### config.mk
export PLATFORM = sky130hd
export DESIGN_NAME = utlb_cache
export DESIGN_NICKNAME = d
export VERILOG_FILES = /design/src/rtl/utlb_pkg.sv /design/src/rtl/utlb_rr_ptr.sv /design/src/rtl/utlb_entry_array.sv /design/src/rtl/utlb_refill_ctl.sv /design/src/rtl/utlb_cache.sv
export SDC_FILE = /design/constraint.sdc
export NUM_CORES = 1
export LEC_CHECK = 0
export ABC_CLOCK_PERIOD_IN_PS = 5400
export BUFFER_PORTS_ARGS = -buffer_cell sky130_fd_sc_hd__buf_2
export CORE_MARGIN = 1
export CORE_UTILIZATION = 40
export DETAILED_ROUTE_END_ITERATION = 7
export RECOVER_POWER = 50
export SYNTH_ARGS = -nofsm -noshare
export SYNTH_HDL_FRONTEND = slang
export SYNTH_HIERARCHICAL = 1
export SYNTH_SLANG_ARGS = --single-unit
### constraint.sdc
create_clock -name clk -period 5.4 [get_ports clk]
set_input_delay 0.27 -clock clk [delete_from_list [all_inputs] [get_ports clk]]
set_output_delay 0.27 -clock clk [all_outputs]
set_load 0.03 [all_outputs]
### src/rtl/utlb_pkg.sv
package utlb_pkg;

    localparam int VPN_W  = 19;
    localparam int ASID_W = 8;
    localparam int PFN_W  = 19;
    localparam int PERM_W = 6;

    typedef struct packed {
        logic [VPN_W-1:0]  vpage;
        logic [ASID_W-1:0] asid;
        logic              glb;
    } utlb_tag_t;

    typedef struct packed {
        logic [PFN_W-1:0]  frame;
        logic [PERM_W-1:0] perm;
    } utlb_data_t;

    typedef enum logic {
        ST_IDLE = 1'b0,
        ST_WAIT = 1'b1
    } utlb_state_e;

    function automatic logic tag_hits(utlb_tag_t t,
                                      logic [VPN_W-1:0] vp,
                                      logic [ASID_W-1:0] as);
        return (t.vpage == vp) && (t.glb || (t.asid == as));
    endfunction

endpackage

### src/rtl/utlb_rr_ptr.sv
module utlb_rr_ptr
    import utlb_pkg::*;
#(
    parameter int ENTRIES = 8
) (
    input  logic                                       clk,
    input  logic                                       rst,
    input  logic                                       adv,
    output logic [((ENTRIES > 1) ? $clog2(ENTRIES) : 1)-1:0] ptr
);
    localparam int IDX_W = (ENTRIES > 1) ? $clog2(ENTRIES) : 1;
    localparam logic [IDX_W-1:0] LAST = IDX_W'(ENTRIES - 1);

    always_ff @(posedge clk) begin
        if (rst)
            ptr <= '0;
        else if (adv)
            ptr <= (ptr == LAST) ? '0 : ptr + 1'b1;
    end

    // every installed refill moves the victim pointer on
    a_r5_ptr_moves: assert property (@(posedge clk) disable iff (rst)
        adv |=> (ptr != $past(ptr)));

endmodule

### src/rtl/utlb_entry_array.sv
module utlb_entry_array
    import utlb_pkg::*;
#(
    parameter int ENTRIES = 8
) (
    input  logic                                       clk,
    input  logic                                       rst,
    input  logic                                       flush,
    input  logic                                       wr_en,
    input  logic [((ENTRIES > 1) ? $clog2(ENTRIES) : 1)-1:0] wr_idx,
    input  utlb_tag_t                                  wr_tag,
    input  utlb_data_t                                 wr_data,
    input  logic [VPN_W-1:0]                           lk_vpage,
    input  logic [ASID_W-1:0]                          lk_asid,
    output logic [ENTRIES-1:0]                         match,
    output utlb_data_t                                 rd_data
);
    localparam int IDX_W  = (ENTRIES > 1) ? $clog2(ENTRIES) : 1;
    localparam int DATA_W = $bits(utlb_data_t);

    utlb_tag_t          tag_q  [ENTRIES];
    utlb_data_t         data_q [ENTRIES];
    logic [ENTRIES-1:0] valid_q;

    // Valid bits: flush has priority over an install in the same cycle.
    always_ff @(posedge clk) begin
        if (rst || flush)
            valid_q <= '0;
        else if (wr_en)
            valid_q[wr_idx] <= 1'b1;
    end

    always_ff @(posedge clk) begin
        for (int i = 0; i < ENTRIES; i++) begin
            if (wr_en && (wr_idx == IDX_W'(i))) begin
                tag_q[i]  <= wr_tag;
                data_q[i] <= wr_data;
            end
        end
    end

    for (genvar g = 0; g < ENTRIES; g++) begin : g_cmp
        assign match[g] = valid_q[g] && tag_hits(tag_q[g], lk_vpage, lk_asid);
    end

    // AND-OR read mux over the (at most one-hot) match vector.
    always_comb begin
        logic [DATA_W-1:0] acc;
        acc = '0;
        for (int i = 0; i < ENTRIES; i++) begin
            if (match[i])
                acc = acc | data_q[i];
        end
        rd_data = utlb_data_t'(acc);
    end

    // a flush leaves no valid entry behind
    a_r7_flush_empties: assert property (@(posedge clk) disable iff (rst)
        flush |=> (valid_q == '0));

    // without flush or install the valid set is untouched
    a_r6_quiet_keeps: assert property (@(posedge clk) disable iff (rst)
        (!flush && !wr_en) |=> (valid_q == $past(valid_q)));

endmodule

### src/rtl/utlb_refill_ctl.sv
module utlb_refill_ctl
    import utlb_pkg::*;
(
    input  logic              clk,
    input  logic              rst,
    input  logic              lk_valid,
    input  logic              lk_hit,
    input  logic [VPN_W-1:0]  lk_vpage,
    input  logic [ASID_W-1:0] lk_asid,
    input  logic              rsp_valid,
    input  logic              flush,
    output logic              fill_req,
    output logic [VPN_W-1:0]  fill_vpage,
    output logic [ASID_W-1:0] fill_asid,
    output logic              commit
);
    utlb_state_e state_q;

    always_ff @(posedge clk) begin
        if (rst) begin
            state_q    <= ST_IDLE;
            fill_vpage <= '0;
            fill_asid  <= '0;
        end else begin
            unique case (state_q)
                ST_IDLE: if (lk_valid && !lk_hit) begin
                    state_q    <= ST_WAIT;
                    fill_vpage <= lk_vpage;
                    fill_asid  <= lk_asid;
                end
                ST_WAIT: if (rsp_valid)
                    state_q <= ST_IDLE;
                default: state_q <= ST_IDLE;
            endcase
        end
    end

    assign fill_req = (state_q == ST_WAIT);
    // a coincident flush throws the response away
    assign commit   = fill_req && rsp_valid && !flush;

    // an open request stays up until answered
    a_r4_req_held: assert property (@(posedge clk) disable iff (rst)
        (fill_req && !rsp_valid) |=> fill_req);

    // a request only opens after a missed lookup
    a_r4_req_after_miss: assert property (@(posedge clk) disable iff (rst)
        $rose(fill_req) |-> $past(lk_valid && !lk_hit));

endmodule

### src/rtl/utlb_cache.sv
module utlb_cache
    import utlb_pkg::*;
#(
    parameter int ENTRIES = 8
) (
    input  logic              clk,
    input  logic              rst,
    input  logic              lk_valid,
    input  logic [VPN_W-1:0]  lk_vpage,
    input  logic [ASID_W-1:0] lk_asid,
    output logic              lk_hit,
    output logic              lk_stall,
    output logic [PFN_W-1:0]  lk_frame,
    output logic [PERM_W-1:0] lk_perm,
    output logic              fill_req,
    output logic [VPN_W-1:0]  fill_vpage,
    output logic [ASID_W-1:0] fill_asid,
    input  logic              fill_rsp_valid,
    input  logic [PFN_W-1:0]  fill_rsp_frame,
    input  logic [PERM_W-1:0] fill_rsp_perm,
    input  logic              fill_rsp_global,
    input  logic              main_wr,
    input  logic              main_wr_flush,
    input  logic              inval_all
);
    localparam int IDX_W = (ENTRIES > 1) ? $clog2(ENTRIES) : 1;

    logic               flush;
    logic               commit;
    logic [IDX_W-1:0]   victim;
    logic [ENTRIES-1:0] match;
    utlb_data_t         rd_data;
    utlb_tag_t          new_tag;
    utlb_data_t         new_data;

    // only a flushing write or the invalidate command clears
    assign flush = (main_wr && main_wr_flush) || inval_all;

    assign new_tag  = '{vpage: fill_vpage, asid: fill_asid, glb: fill_rsp_global};
    assign new_data = '{frame: fill_rsp_frame, perm: fill_rsp_perm};

    utlb_entry_array #(.ENTRIES(ENTRIES)) u_array (
        .clk      (clk),
        .rst      (rst),
        .flush    (flush),
        .wr_en    (commit),
        .wr_idx   (victim),
        .wr_tag   (new_tag),
        .wr_data  (new_data),
        .lk_vpage (lk_vpage),
        .lk_asid  (lk_asid),
        .match    (match),
        .rd_data  (rd_data)
    );

    utlb_rr_ptr #(.ENTRIES(ENTRIES)) u_victim (
        .clk (clk),
        .rst (rst),
        .adv (commit),
        .ptr (victim)
    );

    utlb_refill_ctl u_refill (
        .clk        (clk),
        .rst        (rst),
        .lk_valid   (lk_valid),
        .lk_hit     (lk_hit),
        .lk_vpage   (lk_vpage),
        .lk_asid    (lk_asid),
        .rsp_valid  (fill_rsp_valid),
        .flush      (flush),
        .fill_req   (fill_req),
        .fill_vpage (fill_vpage),
        .fill_asid  (fill_asid),
        .commit     (commit)
    );

    assign lk_hit   = lk_valid && (|match);
    assign lk_stall = lk_valid && !(|match);
    assign lk_frame = rd_data.frame;
    assign lk_perm  = rd_data.perm;

endmodule

# --- After elaboration in Yosys (flattened, before gate mapping) ---
# Memory sizes are Yosys's and may differ from the RTL's.
# Index checks and enable logic that the tools add are counted.
word_totals:
  regBits: 39
  mem_bits_rw: 424
  input_bits: 60
  out_inout_bits: 55
  mem_count: 2
memory_table:
  columns: ["name", "depth", "word_bits", "rd", "rd_ports_with_merged_regs", "write_ports", "line", "text"]
  rows:
  - ["u_array.tag_q", 8, 28, 8, 0, 1, "utlb_entry_array.sv:21", "utlb_tag_t tag_q [ENTRIES];"]
  - ["u_array.data_q", 8, 25, 8, 0, 1, "utlb_entry_array.sv:22", "utlb_data_t data_q [ENTRIES];"]
op_classes:
  n_addsub: 1
  magnitude_cmp: 2
  eq_ne: 23
  n_mux: 72
  n_bitwise: 9
  n_reduce_logical: 61
op_table:
  columns: ["cell", "count"]
  rows:
  - ["$mux 25", 15]
  - ["$mux 28", 7]
  - ["$reduce_or 28->1", 7]
  - ["$or 25x25->25", 7]
  - ["$reduce_or 25->1", 7]
  - ["$eq 19x19->1", 8]
  - ["$eq 8x8->1", 8]
  - ["$mux 3", 15]
  - ["$mux 1", 33]
  - ["$logic_and 1x1->1", 31]
  - ["$eq 3x3->1 const B", 4]
  - ["$logic_or 1x1->1", 10]
  - ["$or 8x8->8", 1]
  - ["$reduce_or 8->1", 1]
  - ["$eq 3x2->1 const B", 2]
  - ["$lt 3x4->1 const B", 1]
  - ["$add 3x1->3 const B", 1]
  - ["$demux 1 s3", 1]
  - ["$eq 3x1->1 const B", 1]
  - ["$ge 3x1->1 const B", 1]
  - ["$logic_not 1->1", 3]
  - ["$logic_not 3->1", 1]
  - ["$pmux 1 s2", 1]
  - ["$reduce_and 2->1", 1]
  - ["$not 1->1", 1]

# --- Longest topological paths before layout ---
logic_depth:
  ltp_word: 19
  mapped_depth: 13
  ltp_nobuf: 9

# --- Cells and area by module ---
# The synthesis kept the hierarchy.
modules_own_cells:
  columns: ["mod", "n_inst", "cells_each", "area_each_um2"]
  rows:
  - ["utlb_entry_array", 1, 1106, 17685.7]
  - ["utlb_refill_ctl", 1, 123, 1282.5]
  - ["utlb_rr_ptr", 1, 13, 141.4]
  - ["utlb_cache", 1, 5, 46.3]

# --- Worst setup path before layout ---
# Ideal clock, no wire load.
synth_path:
  path_type: "reg2reg"
  startpoint: "register u_refill.state_q, in the netlist u_refill/fill_req"
  endpoint: "memory u_array/data_q[0][25] (netlist bit) (enable)"
  arrival_time_ps: 4710
  setup_slack_ps: 159
  path_stages_with_launch: 5
  path_buffers: 0
  cell_sequence: "dfxtp_1 -> nand2_1 -> nor2_1 -> nand2_1 -> nor3_1"
synth_via:
  elab_chain_cells: 13
  word_cells_on_any_way: 47
synth_rtl:
  columns: ["item", "line", "text"]
  rows:
  - ["start: declaration", "utlb_refill_ctl.sv:17", "utlb_state_e state_q;"]
  - ["start signal: assignment", "utlb_refill_ctl.sv:21", "state_q <= ST_IDLE;"]
  - ["start signal: assignment", "utlb_refill_ctl.sv:27", "state_q <= ST_WAIT;"]
  - ["start signal: assignment", "utlb_refill_ctl.sv:32", "state_q <= ST_IDLE;"]
  - ["$logic_and 1x1->1 (*) (2 in series)", "utlb_refill_ctl.sv:40", "assign commit = fill_req && rsp_valid && !flush;"]
  - ["net commit", "utlb_cache.sv:29", "logic commit;"]
  - ["$logic_and 1x1->1", "utlb_entry_array.sv:35", "if (wr_en && (wr_idx == IDX_W'(i))) begin"]
  - ["$mux 1", "utlb_entry_array.sv:35", null]
  - ["$mux 1 (not written as such)", "utlb_entry_array.sv:37", "data_q[i] <= wr_data;"]
  - ["$reduce_or 25->1 (no source line)", null, null]
  - ["$mux 3 (no source line) / $mux 1 (equally long branches) (7 in series)", null, null]
  - ["end: declaration", "utlb_entry_array.sv:22", null]
# The timed path passes the listed nets; every way through them passes the cells marked *.

==> impl_results.md <==
- Status: finished, violations left
- Failing checks: design-rule violations, max-capacitance violations, max-slew violations
- Post-layout net count: 1446
- Number of global-route vias before repair: 11075
- Final Skew: a little over 0.02 ns
- Setup TNS: 0 ns
- Post-CTS Setup Repair Bufs: 0
- Pin count of the biggest net entering global routing: 60
- Hpwl dp: between 20000 and 30000 um
- Area of the placeable core: 46900 sq um
- Post-Place Worst Slack: 1.73 ns
- Min-Delay Path Class: in2reg
- Least setup slack across all paths after layout: 1.51 ns
- Warnings, synthesis: 6
- Synth-to-Final Area Change: 14.3%
- WP data arrival: ~3.6 ns
- Area fraction of the dominant cell type after synthesis: 66.5%
- Cell with the largest stage delay on the worst path: sky130_fd_sc_hd__nand2_1
- Worst setup path start: u_array/tag_q[1][48]
- Worst-case headroom to the max-slew limit: -22.0%
- Mapped cell area: 19200 sq um
- Num rows: 79
- Total vias in the final route: between 10000 and 15000
- Unrepaired setup endpoints after global routing: no
- Longest individual stage delay on the worst path: 0.83 ns
- Count of pins over their slew limit: 35
- R2r setup slk: 1.73 ns
- Ports: 115
- Achievable Freq: 257 MHz
- Total global-route track usage: about a fifth
- Gate Count Post-Synth: 1247
- PostCTS Resize Cnt: 0
- Number of nets in the synthesized netlist: around 1300
- DIE WIDTH: approximately 220 um
- Shortest period the worst path allows: between 3 and 4 ns
- Power density cells: 341 nW/um^2
- TritonCTS clock tree: yes
- Part of the cycle the worst path needs: 72.0%
- Async set or reset register ratio after synthesis: 0%
- CP endpoint kind: primary output
- Layout cell share with drive strength beyond 1: 12.1%
- Switching part of the total: 20.9%
- Post-synth EDFFs: 424
- Root buffer selected by CTS: sky130_fd_sc_hd__clkbuf_16
- Worst-case hold path end point: u_refill/fill_req
- Register share of total power: 53.5%
- Crit Path Class: reg2out
- Comb power frac: 3.9%
- Cts-stage hold buffer count: 24
- Element type at the critical path start: flip-flop
- CTS clk-pin slew, worst paths: 0.06 ns
- Antenna-violating nets left: 0
- Net switching power: 0.00156 W
- Origin of the critical flop-to-flop path: u_refill/fill_req
- Transition time at the pin with the least slew margin: 1.82 ns
- Avg Synthesized Cell Area: 15.4 sq um
- Total internal power: 0.00589 W
- Number of endpoints with negative hold slack in the final report: 0
- Y dimension of the die: 221 um
- Depth of the CTS H-tree: 2
- Global-route wire length before repair: between 70000 and 80000 um
- Unique masters post-synth: 40
- Number of buffers added by the clock tree synthesis step: 48
- Ordered cell list for the critical path: xnor2_1 > nand4_1 > nor3_1 > nand2_1 > o2111ai_1 > or3_1 > buf_2
- Routed length per instance: 23.3 um
- Hold path cells: 3
- Clock Latency Late Sink: 0.58 ns
- Max FO, Critical Path: 25
- Number of input and output port buffers inserted: approximately 110
- Endpoints failing setup: 0
- Maximum Capacitance Violations: 2
- Launch point of the worst hold path: fill_rsp_valid
- Family with the most delay on the worst path: simple AND/OR/NAND/NOR gates
- Buffers & Inverters on Critical Path: 1
- Fill cell instance count of the final layout: 4131
- Leakage: 7.30 nW
- Effective utilization at floorplan: 40.9%
- Reg-to-reg endpoint: u_array/data_q[0][75]
- Post-synth top area cell: sky130_fd_sc_hd__edfxtp_1
- Average vias per placed instance: between 5 and 6
- Post-route DRC: 12
- Maximum vdd ir drop: ~0.00020 V
- Number of design-rule violations left by the first detailed-router iteration: 912
- Area of the die: 48800 sq um
- Area contributors post-synth: sky130_fd_sc_hd__edfxtp_1 (66%), sky130_fd_sc_hd__xnor2_1 (5.4%), sky130_fd_sc_hd__xor2_1 (4.5%)
- Required time of the critical path: 5.13 ns
- Final worst hold slack: approximately 0.032 ns
- Total wirelength of the detailed-routed design: 47400 um
- CTS sink cnt: 463
- R2R cell count: 5
- Count of TritonRoute iterations in the first routing pass: 8
- Predominant post-synthesis flop cell: sky130_fd_sc_hd__edfxtp_1
- Register bit count reported by yosys: 463
- Clock Power Share: 42.6%
- Sequential element share of the synthesized area: between 70% and 80%
- RePlAce Congestion: 0.746
- Gr ovfl total: 0
- Buffer levels on the longest clock path: 3
- Number of antenna violations at the first check in global routing: 3
-- per-stage QoR --
step,std cells,util (%),cell area (sq um),power (W)
global placement,1917,43.2,20200,0.00435
CTS,2031,46.9,22000,0.00753
global route,2031,46.7,21900,0.00767
floorplan,1247,-,19200,0.00423
detailed placement,1917,43.2,20200,0.00435
finish,2032,46.7,21900,0.00745
-- cell usage in the layout, fill, tap and decap left out, types with 3 or more instances in the layout --
cell type                       count
sky130_fd_sc_hd__edfxtp_1         424
sky130_fd_sc_hd__xnor2_1          118
sky130_fd_sc_hd__nand4_1          105
sky130_fd_sc_hd__xor2_1            98
sky130_fd_sc_hd__nand2_1           79
sky130_fd_sc_hd__clkbuf_1          71
sky130_fd_sc_hd__buf_2             60
sky130_fd_sc_hd__nand2b_1          59
sky130_fd_sc_hd__clkbuf_16         50
sky130_fd_sc_hd__dfxtp_1           39
sky130_fd_sc_hd__buf_4             30
sky130_fd_sc_hd__mux2i_1           28
sky130_fd_sc_hd__a32o_1            25
sky130_fd_sc_hd__o22ai_1           25
sky130_fd_sc_hd__or3_1             25
sky130_fd_sc_hd__o2111ai_1         25
sky130_fd_sc_hd__dlygate4sd3_1     24
sky130_fd_sc_hd__nor2b_1           23
sky130_fd_sc_hd__nor4_1            22
sky130_fd_sc_hd__nor2_1            16
sky130_fd_sc_hd__clkinv_1           9
sky130_fd_sc_hd__o21a_1             8
sky130_fd_sc_hd__a41o_1             7
sky130_fd_sc_hd__clkinv_2           6
sky130_fd_sc_hd__and3_1             5
sky130_fd_sc_hd__nor3_4             5
sky130_fd_sc_hd__clkbuf_8           4
sky130_fd_sc_hd__and2b_1            4
sky130_fd_sc_hd__nor2_4             3
sky130_fd_sc_hd__nor2_2             3
-- sequential cells by signal, summed over array words and instances, names as in the netlist --
signal and count:
u_refill/fill_asid 8, u_victim/ptr 3, u_refill/fill_vpage 19, u_array/tag_q 224, u_refill/fill_req 1, u_array/valid_q 8, u_array/data_q 200
-- synthesized netlist by cell type (19+ instances only) --
cell type                   number
sky130_fd_sc_hd__buf_4          19
sky130_fd_sc_hd__a32o_1         25
sky130_fd_sc_hd__or3_1          25
sky130_fd_sc_hd__nand4_1       105
sky130_fd_sc_hd__nand2b_1       59
sky130_fd_sc_hd__o2111ai_1      25
sky130_fd_sc_hd__xor2_1         98
sky130_fd_sc_hd__edfxtp_1      424
sky130_fd_sc_hd__nor2_1         22
sky130_fd_sc_hd__mux2i_1        28
sky130_fd_sc_hd__nor2b_1        23
sky130_fd_sc_hd__dfxtp_1        39
sky130_fd_sc_hd__xnor2_1       118
sky130_fd_sc_hd__buf_2          25
sky130_fd_sc_hd__nand2_1        79
sky130_fd_sc_hd__nor4_1         22
sky130_fd_sc_hd__buf_6          19
sky130_fd_sc_hd__o22ai_1        25
-- power by group through the flow --
stage | Combinational (W) | Sequential, W | Clock [W]
detailed placement | 0.000283 | 0.00407 | 0
CTS | 0.000299 | 0.00399 | 0.00324
global placement | 0.000279 | 0.00407 | 0
floorplan | 0.000163 | 0.00407 | 0
finish | 0.000288 | 0.00399 | 0.00317
global route | 0.000311 | 0.00400 | 0.00337
-- how the worst max path moves through the flow --
stage | slack, ns | cells past startpoint | end
after floorplan | 0.16 | 4 | u_array/data_q[0][25]
after global placement | 1.82 | 11 | u_refill/fill_vpage[16]
after detailed placement | 1.73 | 11 | u_refill/fill_asid[3]
after CTS | 1.47 | 7 | lk_frame[15]
after global routing | 1.37 | 7 | lk_frame[15]
final | 1.51 | 7 | lk_frame[18]
-- worst reg2reg max path, stage by stage (launching register included) --
cell,delay (ns)
sky130_fd_sc_hd__dfxtp_1,0.51
sky130_fd_sc_hd__nand2_1,0.10
sky130_fd_sc_hd__nor2_1,0.37
sky130_fd_sc_hd__nand2_1,0.30
sky130_fd_sc_hd__nor2_1,1.27
sky130_fd_sc_hd__buf_4,0.71
-- routing by layer --
metal / GRT usage, % / part of all wire (%) / up-vias
li1: - / - / 4986
met1: 27.4 / 44 / 5560
met2: 31.3 / 47 / 385
met3: 2.75 / 6.4 / 76
met4: 6.16 / 2.4 / 4
met5: 0 / 0.057 / -
-- cells by family (layout without fill, tap and decap cells) --
kind of cell / after synthesis / after routing / synth area share, %
AO/OA/AOI/OAI: 96 / 96 / 4.19
multiplexers: 28 / 28 / 1.46
XOR/XNOR: 216 / 216 / 9.88
adder cells (fa/ha/maj): 2 / 2 / 0.131
AND/OR/NAND/NOR: 361 / 361 / 10.8
other: 0 / 1 / 0
flip-flops: 463 / 463 / 70.5
buffers and inverters: 81 / 258 / 3.04
-- layout make-up --
class	instances	area [sq um]	share of cell area, %
Clock inverter	19	149	0.680
Tap cell	607	759	3.47
Timing Repair Buffer	168	968	4.42
Sequential cell	463	13500	61.7
Clock buffer	71	1370	6.26
Multi-Input combinational cell	703	5130	23.4
Antenna cell	1	2.50	0.0114
No activity file was read; power rests on OpenSTA's default activity.
